`src/rtl/iso_io_pkg.sv`:
```
package iso_io_pkg;

   localparam int unsigned ADDR_W = 3;

   typedef enum logic [ADDR_W-1:0] {
      RA_OUT_LO  = 3'd0,
      RA_IN_LO   = 3'd1,
      RA_IRQ_CTL = 3'd2,
      RA_FLT_CTL = 3'd3,
      RA_OUT_HI  = 3'd4,
      RA_IN_HI   = 3'd5,
      RA_STATUS  = 3'd6,
      RA_SPARE   = 3'd7
   } reg_addr_e;

   // status byte bit positions decoded by software
   localparam int unsigned ST_CHG_LO = 0;
   localparam int unsigned ST_CHG_HI = 1;
   localparam int unsigned ST_IRQ    = 2;

   localparam int unsigned NUM_BANKS = 2;

endpackage

```
`src/rtl/iso_in_cond.sv`:
```
module iso_in_cond #(
   parameter int unsigned WIDTH       = 16,
   parameter int unsigned SYNC_STAGES = 2,
   parameter int unsigned FILT_LEN    = 4
) (
   input  logic             clk,
   input  logic             rst_n,
   input  logic             flt_on,
   input  logic [WIDTH-1:0] pin_async,
   output logic [WIDTH-1:0] pin_clean
);

   localparam int unsigned CNT_W   = (FILT_LEN > 2) ? $clog2(FILT_LEN) : 1;
   localparam int unsigned RUN_MAX = (FILT_LEN >= 2) ? FILT_LEN - 2 : 0;

   for (genvar b = 0; b < WIDTH; b++) begin : g_bit
      logic [SYNC_STAGES-1:0] sync_q;
      logic                   smp;

      always_ff @(posedge clk or negedge rst_n) begin
         if (!rst_n) sync_q <= '0;
         else        sync_q <= {sync_q[SYNC_STAGES-2:0], pin_async[b]};
      end
      assign smp = sync_q[SYNC_STAGES-1];

      if (FILT_LEN == 0) begin : g_nofilt
         logic val_q;
         always_ff @(posedge clk or negedge rst_n) begin
            if (!rst_n) val_q <= 1'b0;
            else        val_q <= smp;
         end
         assign pin_clean[b] = val_q;
      end else begin : g_filt
         logic             val_q;
         logic             last_q;
         logic [CNT_W-1:0] run_q;
         logic             run_ok;

         // run_q counts consecutive repeats of smp; the run length is run_q+2
         assign run_ok = (smp == last_q) && (run_q >= CNT_W'(RUN_MAX));

         always_ff @(posedge clk or negedge rst_n) begin
            if (!rst_n) begin
               val_q  <= 1'b0;
               last_q <= 1'b0;
               run_q  <= '0;
            end else begin
               last_q <= smp;
               if (smp != last_q)               run_q <= '0;
               else if (run_q < CNT_W'(RUN_MAX)) run_q <= run_q + 1'b1;
               if (!flt_on)     val_q <= smp;
               else if (run_ok) val_q <= smp;
            end
         end
         assign pin_clean[b] = val_q;
      end
   end

endmodule

```
`src/rtl/iso_out_latch.sv`:
```
module iso_out_latch #(
   parameter int unsigned BANK_W    = 8,
   parameter int unsigned NUM_BANKS = 2
) (
   input  logic                        clk,
   input  logic                        rst_n,
   input  logic [NUM_BANKS-1:0]        bank_we,
   input  logic [BANK_W-1:0]           wdata,
   output logic [NUM_BANKS*BANK_W-1:0] latch_q
);

   for (genvar k = 0; k < NUM_BANKS; k++) begin : g_bank
      logic [BANK_W-1:0] bank_q;
      always_ff @(posedge clk or negedge rst_n) begin
         if (!rst_n)          bank_q <= '0;
         else if (bank_we[k]) bank_q <= wdata;
      end
      assign latch_q[k*BANK_W +: BANK_W] = bank_q;
   end

endmodule

```
`src/rtl/iso_edge_irq.sv`:
```
module iso_edge_irq #(
   parameter int unsigned BANK_W    = 8,
   parameter int unsigned NUM_BANKS = 2
) (
   input  logic                        clk,
   input  logic                        rst_n,
   input  logic [NUM_BANKS*BANK_W-1:0] level,
   input  logic                        irq_en,
   input  logic                        clr,
   output logic [NUM_BANKS-1:0]        bank_flag,
   output logic                        pend_gated,
   output logic                        chg_any
);

   localparam int unsigned N = NUM_BANKS * BANK_W;

   logic [N-1:0]         prev_q;
   logic [N-1:0]         diff;
   logic [NUM_BANKS-1:0] bank_chg;
   logic [NUM_BANKS-1:0] flag_q;

   always_ff @(posedge clk or negedge rst_n) begin
      if (!rst_n) prev_q <= '0;
      else        prev_q <= level;
   end

   assign diff = level ^ prev_q;

   for (genvar k = 0; k < NUM_BANKS; k++) begin : g_flag
      assign bank_chg[k] = |diff[k*BANK_W +: BANK_W];
      // a new change outranks a clear in the same cycle
      always_ff @(posedge clk or negedge rst_n) begin
         if (!rst_n)                      flag_q[k] <= 1'b0;
         else if (bank_chg[k] && irq_en)  flag_q[k] <= 1'b1;
         else if (clr)                    flag_q[k] <= 1'b0;
      end
   end

   assign chg_any    = |bank_chg;
   assign bank_flag  = flag_q;
   assign pend_gated = (|flag_q) & irq_en;

endmodule

```
`src/rtl/iso_io_regs.sv`:
```
module iso_io_regs
   import iso_io_pkg::*;
#(
   parameter int unsigned DATA_W      = 8,
   parameter int unsigned BANK_W      = 8,
   parameter int unsigned SYNC_STAGES = 2,
   parameter int unsigned FILT_LEN    = 4
) (
   input  logic                    clk,
   input  logic                    rst_n,
   input  logic [2:0]              bus_addr,
   input  logic                    bus_rd,
   input  logic                    bus_wr,
   input  logic [DATA_W-1:0]       bus_wdata,
   output logic [DATA_W-1:0]       bus_rdata,
   output logic [2*BANK_W-1:0]     out_pins,
   input  logic [2*BANK_W-1:0]     in_pins,
   output logic                    irq
);

   localparam int unsigned PINS = NUM_BANKS * BANK_W;

   if (BANK_W != DATA_W) begin : g_chk_w
      $error("iso_io_regs: BANK_W must equal DATA_W");
   end
   if (SYNC_STAGES < 2) begin : g_chk_sync
      $error("iso_io_regs: SYNC_STAGES must be at least 2");
   end
   if (FILT_LEN == 1) begin : g_chk_flt
      $error("iso_io_regs: FILT_LEN must be 0 or at least 2");
   end
   if (DATA_W < 3) begin : g_chk_st
      $error("iso_io_regs: status byte needs at least 3 bits");
   end

   reg_addr_e ra;
   logic      rd_go, wr_go;
   logic      irq_en_q, flt_on_q;
   logic      clr_pend;
   logic [NUM_BANKS-1:0] out_we;
   logic [PINS-1:0]      latch;
   logic [PINS-1:0]      clean;
   logic [NUM_BANKS-1:0] bank_flag;
   logic                 pend_gated;
   logic                 chg_any;
   logic [DATA_W-1:0]    status;
   logic [DATA_W-1:0]    rd_mux;

   assign ra    = reg_addr_e'(bus_addr);
   assign wr_go = bus_wr;
   assign rd_go = bus_rd & ~bus_wr;

   // control state: reads set, writes clear
   always_ff @(posedge clk or negedge rst_n) begin
      if (!rst_n) begin
         irq_en_q <= 1'b0;
         flt_on_q <= 1'b0;
      end else begin
         if (wr_go && ra == RA_IRQ_CTL)      irq_en_q <= 1'b0;
         else if (rd_go && ra == RA_IRQ_CTL) irq_en_q <= 1'b1;
         if (wr_go && ra == RA_FLT_CTL)      flt_on_q <= 1'b0;
         else if (rd_go && ra == RA_FLT_CTL) flt_on_q <= 1'b1;
      end
   end

   assign clr_pend  = wr_go && (ra == RA_IN_LO);
   assign out_we[0] = wr_go && (ra == RA_OUT_LO);
   assign out_we[1] = wr_go && (ra == RA_OUT_HI);

   iso_out_latch #(.BANK_W(BANK_W), .NUM_BANKS(NUM_BANKS)) u_out (
      .clk     (clk),
      .rst_n   (rst_n),
      .bank_we (out_we),
      .wdata   (bus_wdata),
      .latch_q (latch)
   );

   iso_in_cond #(.WIDTH(PINS), .SYNC_STAGES(SYNC_STAGES), .FILT_LEN(FILT_LEN)) u_in (
      .clk       (clk),
      .rst_n     (rst_n),
      .flt_on    (flt_on_q),
      .pin_async (in_pins),
      .pin_clean (clean)
   );

   iso_edge_irq #(.BANK_W(BANK_W), .NUM_BANKS(NUM_BANKS)) u_edge (
      .clk        (clk),
      .rst_n      (rst_n),
      .level      (clean),
      .irq_en     (irq_en_q),
      .clr        (clr_pend),
      .bank_flag  (bank_flag),
      .pend_gated (pend_gated),
      .chg_any    (chg_any)
   );

   always_comb begin
      status            = '0;
      status[ST_CHG_LO] = bank_flag[0];
      status[ST_CHG_HI] = bank_flag[1];
      status[ST_IRQ]    = pend_gated;
   end

   always_comb begin
      unique case (ra)
         RA_OUT_LO: rd_mux = latch[0 +: BANK_W];
         RA_OUT_HI: rd_mux = latch[BANK_W +: BANK_W];
         RA_IN_LO:  rd_mux = clean[0 +: BANK_W];
         RA_IN_HI:  rd_mux = clean[BANK_W +: BANK_W];
         RA_STATUS: rd_mux = status;
         default:   rd_mux = '0;
      endcase
   end

   always_ff @(posedge clk or negedge rst_n) begin
      if (!rst_n)     bus_rdata <= '0;
      else if (rd_go) bus_rdata <= rd_mux;
   end

   assign out_pins = latch;
   assign irq      = pend_gated;

endmodule

```
`config.mk`:
```
export PLATFORM = sky130hd
export DESIGN_NAME = iso_io_regs
export DESIGN_NICKNAME = d
export VERILOG_FILES = /design/src/rtl/iso_io_pkg.sv /design/src/rtl/iso_in_cond.sv /design/src/rtl/iso_out_latch.sv /design/src/rtl/iso_edge_irq.sv /design/src/rtl/iso_io_regs.sv
export SDC_FILE = /design/constraint.sdc
export NUM_CORES = 1
export LEC_CHECK = 0
export ABC_AREA = 0
export BUFFER_PORTS_ARGS = -buffer_cell sky130_fd_sc_hd__buf_4
export CAP_MARGIN = 10
export CORE_ASPECT_RATIO = 0.9
export CORE_UTILIZATION = 33
export CTS_BUF_LIST = sky130_fd_sc_hd__clkbuf_8
export DETAILED_ROUTE_END_ITERATION = 8
export MAX_ROUTING_LAYER = met4
export SETUP_SLACK_MARGIN = 0.02
export SLEW_MARGIN = 5
export SYNTH_ARGS = -nofsm -noshare
export SYNTH_HDL_FRONTEND = slang
export SYNTH_SLANG_ARGS = --single-unit
```
`constraint.sdc`:
```
create_clock -name clk -period 1.3 [get_ports clk]
set_input_delay 0.13 -clock clk [delete_from_list [all_inputs] [get_ports clk]]
set_output_delay 0.13 -clock clk [all_outputs]
set_load 0.005 [all_outputs]
```
## Word-level counts from Yosys, hierarchy flattened

Index checks and enable logic that the tools add are counted.

- Flip-flop bits (word level): 140
- Bits in latches: 0
- Bits in writable memories: 0
- ROM bits: 0
- Input bits: 31
- Output and inout port bits: 25
- Memories: 0

- Add/sub/neg operators: 16
- $mul: 0
- Div/mod/pow operators: 0
- Magnitude comparators: 32
- Eq/ne operators: 54
- Shift operators: 0
- Mux-type cells: 72
- Bitwise operators: 4
- Reductions and logical operators: 49

Operator list:

| operator | count |
|---|---|
| $mux 2 | 32 |
| $pmux 8 s5 | 1 |
| $reduce_bool 2->1 | 20 |
| $mux 1 | 39 |
| $add 2x1->2 const B | 16 |
| $ge 2x2->1 const B | 16 |
| $lt 2x2->1 const B | 16 |
| $ne 2x1->1 const B | 16 |
| $logic_and 1x1->1 | 25 |
| $eq 1x1->1 | 16 |
| $ne 1x1->1 | 16 |
| $reduce_or 8->1 | 2 |
| $xor 16x16->16 | 1 |
| $eq 3x3->1 const B | 3 |
| $eq 3x2->1 const B | 2 |
| $eq 3x1->1 const B | 1 |
| $logic_not 3->1 | 1 |
| $and 1x1->1 | 2 |
| $reduce_or 2->1 | 1 |
| $not 1->1 | 1 |

## Depth between registers and ports, before layout

- Depth after elaboration: 5
- Depth in mapped cells: 6
- Depth with buffers taken out: 6

## Hierarchy

A second synthesis with hierarchy kept.

- Cells, all modules: 452
- Area total of the unflattened synthesis: 5784.3 µm²

Modules (own cells, without submodules):

| module | instances | cells each | area an instance (µm²) | seq. area each (µm²) |
|---|---|---|---|---|
| iso_in_cond | 1 | 308 | 3763.6 | 2402.3 |
| iso_io_regs | 1 | 65 | 699.4 | 250.2 |
| iso_out_latch | 1 | 34 | 663.1 | 400.4 |
| iso_edge_irq | 1 | 45 | 658.1 | 450.4 |

## Worst setup path before layout

Ideal clock, no wire load.

- Path type: reg-to-reg
- Start point: register u_in.g_bit[15].g_filt.val_q
- End point: register bus_rdata[7]
- Setup time: 0.121 ns
- Arrival: 1.047 ns
- Required time: 1.179 ns
- Slack: 0.132 ns
- Cell stages (with the launch flop): 3
- Buffers on the path: 0
- Period minus slack after synthesis: 1.168 ns
- Cells stage by stage: dfrtp_1 > mux4_2 > a22o_1

- Word-level cells in the longest chain between the ends: 1

RTL lines:

| element | RTL line | text |
|---|---|---|
| from (decl) | iso_in_cond.sv:34 | `logic val_q;` |
| from (signal assigned) | iso_in_cond.sv:51 | `if (!flt_on) val_q <= smp;` |
| from (signal assigned) | iso_in_cond.sv:52 | `else if (run_ok) val_q <= smp;` |
| $pmux 8 s5 | iso_io_regs.sv:105 | `unique case (ra)` |
| to (signal assigned) | iso_io_regs.sv:117 | `else if (rd_go) bus_rdata <= rd_mux;` |
| to (decl) | iso_io_regs.sv:15 | `output logic [DATA_W-1:0] bus_rdata,` |

No other way between the ends.
A chain may end at the register's enable or synchronous reset.

## Worst setup path in the final report

- Start point: register u_edge.flag_q[1], in the netlist u_edge.bank_flag[1]
- End point: output irq

- Word-level cells in the longest chain between the ends: 2

RTL lines:

| element | RTL line | text |
|---|---|---|
| from (decl) | iso_edge_irq.sv:20 | `logic [NUM_BANKS-1:0] flag_q;` |
| from (signal, indexed assignment) | iso_edge_irq.sv:33 | `if (!rst_n) flag_q[k] <= 1'b0;` |
| from (signal, indexed assignment) | iso_edge_irq.sv:34 | `else if (bank_chg[k] && irq_en) flag_q[k] <= 1'b1;` |
| from (signal, indexed assignment) | iso_edge_irq.sv:35 | `else if (clr) flag_q[k] <= 1'b0;` |
| $reduce_or 2->1 | iso_edge_irq.sv:41 | `assign pend_gated = (\|flag_q) & irq_en;` |
| $and 1x1->1 | iso_edge_irq.sv:41 |  |
| to (decl) | iso_io_regs.sv:18 | `output logic irq` |

No other way between the ends.

==> metrics.md <==
| Metric | Value |
|---|---|
| Synth area leaders | dfrtp_1 (63%), xor2_1 (5.0%), a21oi_1 (4.3%), mux2_2 (3.6%), ha_1 (3.6%) |
| Int Power | 0.00911 W |
| Overflow after GRT | 0 |
| Starting density of the core | between 30% and 40% |
| Post-synth top area share | about 63% |
| Gpl congestion | 0.788 |
| Critical Path Max Stage Delay | ~380 ps |
| Sequential share of power | around half |
| Post-synth EDFFs | 0 |
| DR pass1 iterations | 6 |
| Async SR Flop Fraction | 100% |
| Setup crit end kind | primary output |
| Worst min path class | input port to flop |
| First-pass GRT wire length | approximately 18 mm |
| Gate power share | between 20% and 30% |
| Post-Route WL | 10.7 mm |
| Gr usage total | roughly 14% |
| Inserted Diodes | 0 |
| Avg Inst Size Synth | roughly 13 µm² |
| Die span in x | around 140 µm |
| Post-synthesis sequential area ratio | roughly 63% |
| IO Count | 56 |
| H-tree depth | 4 |
| CTS Buf Count | 17 |
| Most frequent cell after synthesis | dfrtp_1 |
| Synth Cell Area | 5570 µm² |
| Largest net degree at the start of global routing | 45 |
| Syn nets | 488 |
| Wire length per cell | around 14 µm |
| Top FF cell, synth | dfrtp_1 |
| Worst Path Required | 1170 ps |
| Clk sinks | 140 |
| # DRC | 8 |
| CP Data Arrival Time | 1180 ps |
| Clock Skew | 9.75 ps |
| Root Driver | clkbuf_8 |
| Clock-pin slew on the worst setup and hold paths | ~80 ps |
| TritonCTS clock tree | done |
| Worst-Skew Late Latency | ~430 ps |
| Dpl cell area | ~6300 µm² |
| Clock buffer depth | 2 |
| Power, Total | around 0.013 W |
| Crit-path cells | o21a_1 -> buf_6 |
| Hpwl dp | about 7.6 mm |
| Final Hold Viols | 0 |
| Post-synth cell types | 33 |
| Share of layout cells above drive strength 1 | ~23% |
| Initial DRC count | between 150 and 200 |
| Count of pins over their slew limit | 0 |
| Area leader, netlist | dfrtp_1 |
| Cell Rows | 44 |
| Worst-Margin Slew | 410 ps |
| Post-route cell area | 7020 µm² |
| Post-synth top cells | dfrtp_1 (140), a21oi_1 (48), inv_1 (33) |
| Failing checks | DRC, setup timing |
| Core ar. | ~16000 µm² |
| Synth warn | 0 |
| Sw Ratio | 31.3% |
| Crit start category | flop |
| Cells after Synth | approximately 440 |
| Synth-to-Final Area Change | 26.1% |
| Worst Path Max Fanout | 2 |
| FF+latch count, synth | 140 |
| Crit Path Category | flop to primary output |
| Maxcap violations | 0 |
| Fin crit share | 101% |
| ANT nets after route | 0 |
| RSZ-0062 raised after global routing | true |
| Setup-failing EPs final | 1 |
| Slowest library cell on the worst path | dfrtp_1 |
| Die Y-Extent | approximately 130 µm |
| Count of input and output buffers | 55 |
| Final net count | about 600 |
| Vias per cell | 4.63 |
| Status | finished, violations left |
| Leakage power | 3.23 nW |
| Detailed-route via count | between 3000 and 4000 |
| Final Worst Setup Slack | -10.5 ps |
| Pre-CTS setup slack | roughly 24 ps |
| DIE AREA | 17400 µm² |
| Post-layout minimum cycle time | roughly 1300 ps |
| Net Sw Power | 0.00415 W |
| Max VDD drop | around 800 µV |
| Initial antenna violation count | 0 |
| Vias in the first global route | between 3000 and 4000 |
| Clock share of power | between 20% and 30% |
| Power density over cell area | ~1900 nW/µm² |
| Fmax | ~760 MHz |
| Max-slew headroom | 72.6% |
==> power by group through the flow <==
| stage | clock, W | sequential (W) | combinational [W] |
|---|---|---|---|
| after floorplan | 0 | 0.00635 | 0.00226 |
| after CTS | 0.00352 | 0.00657 | 0.00336 |
| final | 0.00339 | 0.00654 | 0.00333 |
| after detailed placement | 0 | 0.00665 | 0.00326 |
| after global placement | 0 | 0.00656 | 0.00313 |
| after global routing | 0.00372 | 0.00673 | 0.00385 |
==> layout make-up <==
| cell class | count | area [µm²] |
|---|---|---|
| Clock inverter | 12 | 123 |
| Inverter | 34 | 128 |
| Clock buffer | 19 | 262 |
| Timing Repair Buffer | 98 | 861 |
| Tap cell | 207 | 259 |
| Fill cell | 1531 | 9270 |
| Sequential cell | 140 | 3500 |
| Multi-Input combinational cell | 259 | 1890 |
==> cell families after synthesis <==
group,after synthesis,synth area share (%)
xor+xnor,48,7.55
simple gates,59,5.21
flops,140,62.9
compound gates,109,11.1
mux,27,6.40
buf+inv,42,3.19
fa+ha+maj,16,3.59
==> layout by cell type, fill, tap and decap left out, drive strengths merged <==
cell and count:
dfrtp 140, buf 71, a21oi 48, inv 38, xor2 32, o21ai 31, dlygate4sd3 27, nor2 27
clkbuf 19, mux2 19, xnor2 16, ha 16, o21bai 13, nand2 13, nand2b 10, mux4 5
a22o 5, nand4 4, a31oi 4, o22ai 3, mux2i 3, clkinvlp 3, clkinv 3, nand3b 2
a22oi 2, bufinv 2, o21a 1, nor3 1, nand3 1, nor2b 1, o2bb2ai 1, a41oi 1
==> worst paths after layout <==
kind | start | end | slack [ps] | cells after the start
worst max-delay path | u_edge.bank_flag[1]$_DFFE_PN0P_ | irq | -10 | 2
worst min-delay path | bus_rd | flt_on_q$_DFFE_PN0P_ | 60 | 3
worst max register to register | u_in.g_bit[15].g_filt.val_q$_DFFE_PN0P_ | bus_rdata[7]$_DFFE_PN0P_ | 90 | 2
worst min register to register | u_in.g_bit[10].sync_q[0]$_DFF_PN0_ | u_in.g_bit[10].sync_q[1]$_DFF_PN0_ | 350 | 0
max in group asynchronous | rst_n | u_in.g_bit[7].g_filt.run_q[1]$_DFFE_PN0P_ | 690 | 3
min in group asynchronous | rst_n | u_in.g_bit[13].g_filt.last_q$_DFF_PN0_ | 90 | 2
==> critical path: cells and delay by family (launching register included) <==
family,cells,cell delay (ps)
flops,1,380
compound gates,1,230
buf+inv,1,130
==> timing repair <==
action | in CTS | in global routing
endpoints found under the setup margin | 1 | 4
pin swaps | 1 | 2
hold buffers | 27 | 0
hold endpoints to repair | 174 | 0
setup buffers | 2 | 2
gates cloned | 0 | 0
resized for setup | 0 | 5
==> state kept, by name, summed over array words and instances, names as in the netlist <==
register and count:
u_in.g_bit.g_filt.last_q 16, flt_on_q 1, u_in.g_bit.g_filt.run_q 32, irq_en_q 1, u_in.g_bit.sync_q 32, u_edge.prev_q 16
u_edge.bank_flag 2, bus_rdata 8, u_in.g_bit.g_filt.val_q 16, u_out.g_bank.bank_q 16
==> layer usage <==
metal,global-route usage (%),share of wire [%],up-vias
met2,21.6,48,59
li1,-,-,1725
met1,17.3,46,1770
met4,4.38,0.86,0
met3,4.44,4.3,9
met5,-,0,-
==> per-stage QoR <==
step                      cells  utilization, %  hold slack, ps  TNS (ps)
after global placement      707            38.9           -5.85         0
after detailed placement    707            38.9           -3.58         0
after global routing        769            43.1            32.3     -78.7
final                       769            43.1            56.1     -10.5
after floorplan             441               -            -166         0
after CTS                   767            43.0            16.3     -37.1
(Power assumes the default switching activity.)
